**config.mk**
```make
export PLATFORM = sky130hd
export DESIGN_NAME = uart_xcvr
export DESIGN_NICKNAME = d
export VERILOG_FILES = /design/src/rtl/uart_pkg.sv /design/src/rtl/uart_baud.sv /design/src/rtl/uart_tx.sv /design/src/rtl/uart_rx.sv /design/src/rtl/uart_xcvr.sv
export SDC_FILE = /design/constraint.sdc
export NUM_CORES = 1
export LEC_CHECK = 0
export CAP_MARGIN = 20
export CORE_MARGIN = 5
export CORE_UTILIZATION = 27
export DETAILED_ROUTE_END_ITERATION = 10
export SLEW_MARGIN = 20
export SYNTH_ARGS = -nofsm -noshare
export SYNTH_HDL_FRONTEND = slang
export SYNTH_SLANG_ARGS = --single-unit
```
**constraint.sdc**
```tcl
create_clock -name clk -period 3.05 [get_ports clk]
set_input_delay 0.4575 -clock clk [delete_from_list [all_inputs] [get_ports clk]]
set_output_delay 0.4575 -clock clk [all_outputs]
set_load 0.05 [all_outputs]
```
**src/rtl/uart_pkg.sv**
```systemverilog
package uart_pkg;
    localparam int FRAME_W  = 13;  // start + 9 data + parity + 2 stop
    localparam int RXBITS_W = 10;  // 9 data + parity
    localparam int PH_W     = 4;   // 16 ticks per bit

    typedef enum logic [1:0] {
        RX_IDLE  = 2'd0,
        RX_START = 2'd1,
        RX_BITS  = 2'd2
    } rx_phase_e;

    typedef struct packed {
        logic               busy;
        logic               hold;
        logic [8:0]         hold_dat;
        logic [FRAME_W-1:0] sh;
        logic [3:0]         left;
        logic [PH_W-1:0]    ph;
        logic               done;
    } tx_state_t;

    typedef struct packed {
        logic [1:0]          sync;
        logic                prev;
        rx_phase_e           st;
        logic [PH_W-1:0]     ph;
        logic [1:0]          ones;
        logic [3:0]          idx;
        logic [RXBITS_W-1:0] sh;
        logic [8:0]          dat;
        logic                full;
        logic                ferr;
        logic                perr;
        logic                ovr;
    } rx_state_t;

    function automatic logic [3:0] char_len(input logic [2:0] code);
        case (code)
            3'd0:    return 4'd5;
            3'd1:    return 4'd6;
            3'd2:    return 4'd7;
            3'd7:    return 4'd9;
            default: return 4'd8;
        endcase
    endfunction
endpackage

```
**src/rtl/uart_baud.sv**
```systemverilog
module uart_baud #(
    parameter int DIV_W = 12
) (
    input  logic             clk,
    input  logic             rst_n,
    input  logic [DIV_W-1:0] divisor,
    output logic             tick
);
    logic [DIV_W-1:0] cnt_d, cnt_q;

    assign tick = (cnt_q == '0);

    always_comb begin
        if (tick) cnt_d = divisor;
        else      cnt_d = cnt_q - 1'b1;
    end

    always_ff @(posedge clk or negedge rst_n) begin
        if (!rst_n) cnt_q <= '0;
        else        cnt_q <= cnt_d;
    end

    AST_TICK_SPACING: assert property (@(posedge clk) disable iff (!rst_n)
        (tick && divisor != '0) |=> !tick);
endmodule

```
**src/rtl/uart_tx.sv**
```systemverilog
module uart_tx
    import uart_pkg::*;
(
    input  logic       clk,
    input  logic       rst_n,
    input  logic       tick,
    input  logic [2:0] char_sel,
    input  logic [1:0] par_mode,
    input  logic       two_stop,
    input  logic       wr,
    input  logic [7:0] wdata,
    input  logic       wbit8,
    input  logic       txc_clr,
    output logic       txd,
    output logic       empty,
    output logic       done
);
    tx_state_t q, d;
    logic [3:0]         n;
    logic [3:0]         nbits;
    logic               pe;
    logic               par;
    logic [FRAME_W-1:0] frame;

    always_comb begin
        n     = char_len(char_sel);
        pe    = par_mode[1];
        par   = par_mode[0];
        for (int i = 0; i < 9; i++)
            if (i < int'(n)) par = par ^ q.hold_dat[i];
        frame    = '1;
        frame[0] = 1'b0;
        for (int i = 0; i < 9; i++)
            if (i < int'(n)) frame[i+1] = q.hold_dat[i];
        for (int i = 0; i < FRAME_W; i++)
            if (pe && i == int'(n) + 1) frame[i] = par;
        nbits = 4'd2 + n + {3'b000, pe} + {3'b000, two_stop};

        d = q;
        if (q.busy && tick) begin
            if (q.ph == 4'd15) begin
                d.ph   = '0;
                d.sh   = {1'b1, q.sh[FRAME_W-1:1]};
                d.left = q.left - 4'd1;
                if (q.left == 4'd1) begin
                    d.busy = 1'b0;
                    if (!q.hold) d.done = 1'b1;
                end
            end else begin
                d.ph = q.ph + 4'd1;
            end
        end
        if (!q.busy && q.hold) begin
            d.busy = 1'b1;
            d.hold = 1'b0;
            d.sh   = frame;
            d.left = nbits;
            d.ph   = '0;
        end
        if (wr && !q.hold) begin
            d.hold     = 1'b1;
            d.hold_dat = {wbit8, wdata};
            d.done     = 1'b0;
        end
        if (txc_clr) d.done = 1'b0;
    end

    always_ff @(posedge clk or negedge rst_n) begin
        if (!rst_n) begin
            q    <= '0;
            q.sh <= '1;
        end else begin
            q <= d;
        end
    end

    assign txd   = q.busy ? q.sh[0] : 1'b1;
    assign empty = !q.hold;
    assign done  = q.done;

    AST_DRE_FALLS: assert property (@(posedge clk) disable iff (!rst_n)
        (wr && empty) |=> !empty);
    AST_TXC_QUIET: assert property (@(posedge clk) disable iff (!rst_n)
        done |-> (!q.busy && !q.hold));
    AST_START_LOW: assert property (@(posedge clk) disable iff (!rst_n)
        $rose(q.busy) |-> !txd);
endmodule

```
**src/rtl/uart_rx.sv**
```systemverilog
module uart_rx
    import uart_pkg::*;
(
    input  logic       clk,
    input  logic       rst_n,
    input  logic       tick,
    input  logic       rxd,
    input  logic [2:0] char_sel,
    input  logic [1:0] par_mode,
    input  logic       mp_mode,
    input  logic       rd,
    output logic [7:0] rdata,
    output logic       rbit8,
    output logic       full,
    output logic       ferr,
    output logic       perr,
    output logic       ovr
);
    rx_state_t q, d;
    logic [3:0]      n;
    logic [3:0]      last;
    logic            pe;
    logic            line;
    logic [PH_W-1:0] ph_n;
    logic [1:0]      ones_n;
    logic            vote;
    logic            complete;
    logic            marker;
    logic            px;
    logic [8:0]      masked;

    always_comb begin
        n        = char_len(char_sel);
        pe       = par_mode[1];
        last     = n + {3'b000, pe};
        line     = q.sync[1];
        ph_n     = q.ph + 4'd1;
        ones_n   = q.ones + {1'b0, (line && ph_n >= 4'd8 && ph_n <= 4'd10)};
        vote     = (ones_n >= 2'd2);
        complete = 1'b0;

        d      = q;
        d.sync = {q.sync[0], rxd};
        d.prev = line;
        if (rd) begin
            d.full = 1'b0;
            d.ovr  = 1'b0;
        end

        case (q.st)
            RX_IDLE: begin
                d.ph   = '0;
                d.ones = '0;
                d.idx  = '0;
                if (!line && q.prev) d.st = RX_START;
            end
            default: begin
                if (tick) begin
                    d.ph   = ph_n;
                    d.ones = ones_n;
                    if (ph_n == 4'd10) begin
                        if (q.st == RX_START) begin
                            if (vote) d.st = RX_IDLE;
                        end else if (q.idx == last) begin
                            complete = 1'b1;
                            d.st     = RX_IDLE;
                        end else begin
                            for (int i = 0; i < RXBITS_W; i++)
                                if (i == int'(q.idx)) d.sh[i] = vote;
                            d.idx = q.idx + 4'd1;
                        end
                    end
                    if (ph_n == '0) begin
                        d.ones = '0;
                        if (q.st == RX_START) d.st = RX_BITS;
                    end
                end
            end
        endcase

        px = 1'b0;
        for (int i = 0; i < RXBITS_W; i++)
            if (i <= int'(n)) px = px ^ q.sh[i];
        for (int i = 0; i < 9; i++)
            masked[i] = (i < int'(n)) ? q.sh[i] : 1'b0;
        marker = (n == 4'd9) ? q.sh[8] : vote;

        if (complete && (!mp_mode || marker)) begin
            if (d.full) begin
                d.ovr = 1'b1;
            end else begin
                d.full = 1'b1;
                d.dat  = masked;
                d.ferr = !vote;
                d.perr = pe && (px != par_mode[0]);
            end
        end
    end

    always_ff @(posedge clk or negedge rst_n) begin
        if (!rst_n) begin
            q      <= '0;
            q.sync <= 2'b11;
            q.prev <= 1'b1;
        end else begin
            q <= d;
        end
    end

    assign rdata = q.dat[7:0];
    assign rbit8 = q.dat[8];
    assign full  = q.full;
    assign ferr  = q.ferr;
    assign perr  = q.perr;
    assign ovr   = q.ovr;

    AST_RXC_HOLDS: assert property (@(posedge clk) disable iff (!rst_n)
        (full && !rd) |=> full);
    AST_OVR_NEEDS_FULL: assert property (@(posedge clk) disable iff (!rst_n)
        $rose(ovr) |-> $past(full));
    AST_READ_CLEARS_OVR: assert property (@(posedge clk) disable iff (!rst_n)
        rd |=> !ovr);
endmodule

```
**src/rtl/uart_xcvr.sv**
```systemverilog
module uart_xcvr #(
    parameter int DIV_W = 12
) (
    input  logic             clk,
    input  logic             rst_n,
    input  logic [DIV_W-1:0] divisor,
    input  logic [2:0]       char_sel,
    input  logic [1:0]       par_mode,
    input  logic             two_stop,
    input  logic             mp_mode,
    input  logic             tx_wr,
    input  logic [7:0]       tx_data,
    input  logic             tx_bit8,
    input  logic             txc_clr,
    output logic             txd,
    output logic             tx_empty,
    output logic             tx_done,
    input  logic             rxd,
    input  logic             rx_rd,
    output logic [7:0]       rx_data,
    output logic             rx_bit8,
    output logic             rx_full,
    output logic             rx_frame_err,
    output logic             rx_par_err,
    output logic             rx_overrun
);
    logic tick;

    uart_baud #(.DIV_W(DIV_W)) u_baud (
        .clk(clk), .rst_n(rst_n), .divisor(divisor), .tick(tick)
    );

    uart_tx u_tx (
        .clk(clk), .rst_n(rst_n), .tick(tick),
        .char_sel(char_sel), .par_mode(par_mode), .two_stop(two_stop),
        .wr(tx_wr), .wdata(tx_data), .wbit8(tx_bit8), .txc_clr(txc_clr),
        .txd(txd), .empty(tx_empty), .done(tx_done)
    );

    uart_rx u_rx (
        .clk(clk), .rst_n(rst_n), .tick(tick), .rxd(rxd),
        .char_sel(char_sel), .par_mode(par_mode), .mp_mode(mp_mode),
        .rd(rx_rd), .rdata(rx_data), .rbit8(rx_bit8), .full(rx_full),
        .ferr(rx_frame_err), .perr(rx_par_err), .ovr(rx_overrun)
    );
endmodule

```
==> flow_summary.rst <==
.. list-table::
   :header-rows: 1

   * - Metric
     - Value
   * - Status
     - finished clean
   * - Worst path bufs/invs
     - 1
   * - Clock slew at the register clock pins of the worst setup and hold paths
     - 60 ps
   * - Core footprint
     - 16500 um2
   * - Largest fanout on the critical path
     - 11
   * - Fraction of power consumed by sequential logic
     - 0.427
   * - Most numerous cell in the Yosys netlist
     - sky130_fd_sc_hd__dfrtp_1
   * - Sequential area share after synthesis
     - 0.465
   * - Measured slew at the worst slew-check pin
     - 832 ps
   * - Number of global-route vias before repair
     - 3501
   * - Cell area after placement
     - 5320 um2
   * - Number of rows created at floorplan
     - 47
   * - Instance count after placement with tap cells included
     - 725
   * - Global-route wire length before repair
     - 17200 um
   * - Critical R2R Capture
     - u_rx.rdata[0]
   * - Post-layout util
     - 0.344
   * - Final Cell Area
     - 5660 um2
   * - Initial drt markers
     - 198
   * - Setup repair after global routing missed its margin
     - false
   * - Post CTS Setup Buffer Count
     - 0
   * - Classification of the worst-slack hold path
     - input pin to asynchronous set/reset pin
   * - Post-route DRC
     - 0
   * - Placer congestion estimate
     - 0.786
   * - Final net count
     - 566
   * - Clock share of power
     - 0.356
   * - Maximum clock path buffer count
     - 2
   * - Category of the most critical setup path
     - input pin to flip-flop
   * - Effective utilization at floorplan
     - 0.274
   * - Crit end category
     - flip-flop
   * - Number of maximum-capacitance violations
     - 0
   * - Final Hold Slack
     - 159 ps
   * - Cell count after synthesis
     - 461
   * - Cells resized by post-CTS repair
     - 0
   * - Total of buffers placed on input and output ports
     - 49
   * - Total via count in the routed design
     - 3431
   * - Achievable Freq
     - 0.354 GHz
   * - Number of enable flip-flop cells after synthesis
     - 0
   * - Crit path required time
     - 3270 ps
   * - Layout area overhead
     - 25.5%
   * - Placed wire-length estimate
     - 7420 um
   * - Number of warning messages in the yosys log
     - 0
   * - Largest cells by area after synthesis
     - sky130_fd_sc_hd__dfrtp_1 37%, sky130_fd_sc_hd__dfstp_2 9.3%, sky130_fd_sc_hd__nand2_1 5.3%, sky130_fd_sc_hd__xnor2_1 4.7%, sky130_fd_sc_hd__o21ai_0 4.2%
   * - Number of detailed-route iterations in the first pass
     - 4
   * - Element type at the critical path start
     - input pin
   * - Die H
     - 139 um
   * - Mapped Area
     - 4510 um2
   * - Commonest cells in the netlist
     - 67 x sky130_fd_sc_hd__dfrtp_1, 64 x sky130_fd_sc_hd__nand2_1, 38 x sky130_fd_sc_hd__o21ai_0
   * - Die area
     - 19400 um2
   * - List of cells traversed by the critical path
     - clkdlybuf4s50_1 -> nand3_2 -> o21ai_1 -> ha_2 -> maj3_2 -> or3_4 -> a2111oi_4 -> and4_4 -> nand2_4 -> mux2_4
   * - Share of total power consumed by net switching
     - 0.282
   * - Share of post-route cells with drive strength above 1
     - 0.167
   * - Switching power summed over all nets
     - 0.953 mW
   * - Mean post-synth cell area
     - 9.79 um2
   * - Root buffer cell
     - sky130_fd_sc_hd__clkbuf_16
   * - Clock tree from TritonCTS
     - built
   * - Startpoint of the worst-slack reg-to-reg timing path
     - u_rx.q[29]
   * - Lkg Pwr
     - 2.40 nW
   * - Slew margin rel.
     - 0.441
   * - Post-layout instance count excluding filler cells
     - 741
   * - Asr flop ratio synth
     - 1.00
   * - Critical path's slowest cell
     - sky130_fd_sc_hd__clkdlybuf4s50_1
   * - Post-synth cell types
     - 54
   * - Net Count, Synth
     - 511
   * - Number of nets with antenna violations after detailed routing
     - 0
   * - Gr usage total
     - 0.108
   * - H-tree levels
     - 3
   * - Data arrival at the endpoint of the critical path
     - 3050 ps
   * - Hold Vio Cnt, Final
     - 0
   * - Crit share post-route
     - 0.927
   * - Routed len/inst
     - 13.7 um
   * - Congestion Overflow GR
     - 0
   * - Share of the synthesized area in the top cell type
     - 0.371
   * - Cell taking the most area after synthesis
     - sky130_fd_sc_hd__dfrtp_1
   * - Number of antenna violations at the first check in global routing
     - 0
   * - Total internal power
     - 2.43 mW
   * - Overall routed net length
     - 10200 um
   * - Number of fill cells
     - 1664
   * - Num CTS Buffers
     - 9
   * - P per Cell Area
     - 598 nW/um2
   * - Most instantiated flip-flop cell in the synthesis netlist
     - sky130_fd_sc_hd__dfrtp_1
   * - Worst VDD drop
     - 0.412 mV
   * - Share of power burned in combinational logic
     - 0.216
   * - Antenna diode instance count
     - 0
   * - R2r worst-path depth
     - 14
   * - Maximum number of pins on one net before global-route repair
     - 84
   * - Number of slew-limit violations in the final report
     - 0
   * - Flop2flop setup slack
     - 360 ps
   * - I/O pins
     - 50
   * - Overall Power
     - 3.38 mW
   * - Total of endpoints with negative setup slack in the final report
     - 0
   * - Footprint of the multi-input gates
     - 2230 um2
   * - Total number of clock tree sinks
     - 83
   * - Storage cell area
     - 2100 um2
   * - Horizontal extent of the die
     - 139 um
   * - Slowest cell delay on critical path
     - 450 ps
   * - Number of synthesized register bits
     - 83
   * - Hold buffer count at CTS
     - 0
   * - Number of vias per cell after detailed routing
     - 4.63
   * - Crit path max-delay family
     - simple AND/OR/NAND/NOR gates
   * - Period minus WS final
     - 2830 ps
   * - Worst skew pair latency
     - 340 ps
   * - Post-route clock skew
     - 8.36 ps
## worst register-to-register path, stage by stage (launching register included)
cell	delay, ps
sky130_fd_sc_hd__dfrtp_1	440
sky130_fd_sc_hd__ha_1	280
sky130_fd_sc_hd__nor2_1	100
sky130_fd_sc_hd__nand2_1	60
sky130_fd_sc_hd__o21ai_0	80
sky130_fd_sc_hd__nand2_1	110
sky130_fd_sc_hd__a21oi_1	140
sky130_fd_sc_hd__ha_1	220
sky130_fd_sc_hd__xnor2_1	200
sky130_fd_sc_hd__nand2_1	80
sky130_fd_sc_hd__o21ai_0	70
sky130_fd_sc_hd__nand2_1	70
sky130_fd_sc_hd__and4_4	200
sky130_fd_sc_hd__nand2_4	170
sky130_fd_sc_hd__mux2_2	360
## worst max-delay path by stage
stage | startpoint | endpoint | depth (start not counted)
floorplan | char_sel[1] | u_rx.ferr | 11
global placement | char_sel[0] | u_rx.rdata[3] | 10
detailed placement | char_sel[0] | u_rx.rdata[1] | 10
CTS | char_sel[0] | u_rx.rdata[6] | 10
global route | char_sel[0] | u_rx.q[24] | 12
finish | char_sel[0] | u_rx.ferr | 10
## state kept, by name (all words and copies together), names as in the netlist
signal and count:
u_rx.perr 1, u_tx.done 1, u_tx.q 32, u_rx.ovr 1, u_baud.cnt_q 12, u_rx.rbit8 1
u_rx.rdata 8, u_rx.ferr 1, u_rx.q 23, u_rx.full 1, u_rx.d 2
## through the flow
step	worst slack [ps]	TNS, ps
6_report	223	0
5_1_grt	88.3	0
4_1_cts	128	0
3_5_place_dp	-221	-2300
3_3_place_gp	-165	-1590
2_1_floorplan	18.8	0
## layout make-up
cell class                      instances  area share
Multi-Input combinational cell        336       0.394
Sequential cell                        83       0.370
Timing Repair Buffer                   71       0.118
Tap cell                              220      0.0486
Clock buffer                           11      0.0446
Clock inverter                          5      0.0146
Inverter                               15     0.00994
## metal layers
metal  vias up  part of all wire  routed length (um)  track usage
li1       1706                 -                   -            -
met1      1661              0.47                4750        0.135
met2        52              0.47                4760        0.177
met3        12             0.047                 480       0.0357
met4         0             0.017                 175       0.0371
met5         -                 0                   0            0
## placed cells by master, fill, tap and decap left out, types with 5 or more instances in the layout
cell type,Yosys,routed
sky130_fd_sc_hd__dfrtp_1,67,67
sky130_fd_sc_hd__nor2_1,33,33
sky130_fd_sc_hd__a31oi_1,13,13
sky130_fd_sc_hd__nand2_1,64,64
sky130_fd_sc_hd__clkbuf_16,0,9
sky130_fd_sc_hd__ha_1,15,14
sky130_fd_sc_hd__nor2b_1,8,8
sky130_fd_sc_hd__a21oi_1,23,23
sky130_fd_sc_hd__mux2_4,8,8
sky130_fd_sc_hd__inv_1,15,15
sky130_fd_sc_hd__xor2_1,14,14
sky130_fd_sc_hd__dfstp_2,16,16
sky130_fd_sc_hd__xnor2_1,24,24
sky130_fd_sc_hd__mux2_2,11,11
sky130_fd_sc_hd__nand2b_1,5,5
sky130_fd_sc_hd__clkdlybuf4s50_1,0,48
sky130_fd_sc_hd__buf_4,8,21
sky130_fd_sc_hd__o21ai_0,38,37
sky130_fd_sc_hd__nor3_1,7,7
sky130_fd_sc_hd__nand3_1,21,20
## kinds of logic after synthesis
family	Yosys count	share of synthesized area
AOI/OAI and AO/OA	95	0.128
adders and majority gates	17	0.0485
xor gates and xnor gates	39	0.0787
DFF	83	0.465
buffers and inverters	42	0.0438
and+or+nand+nor	162	0.174
muxes	23	0.0629
## power by group through the flow
stage	clock, mW	combinational, mW	sequential (mW)
final	1.21	0.732	1.45
after global routing	1.29	0.824	1.47
after detailed placement	0	0.730	1.47
after floorplan	0	0.555	1.42
after global placement	0	0.712	1.46
after CTS	1.25	0.737	1.45
Power figures use the tool's default switching activity.
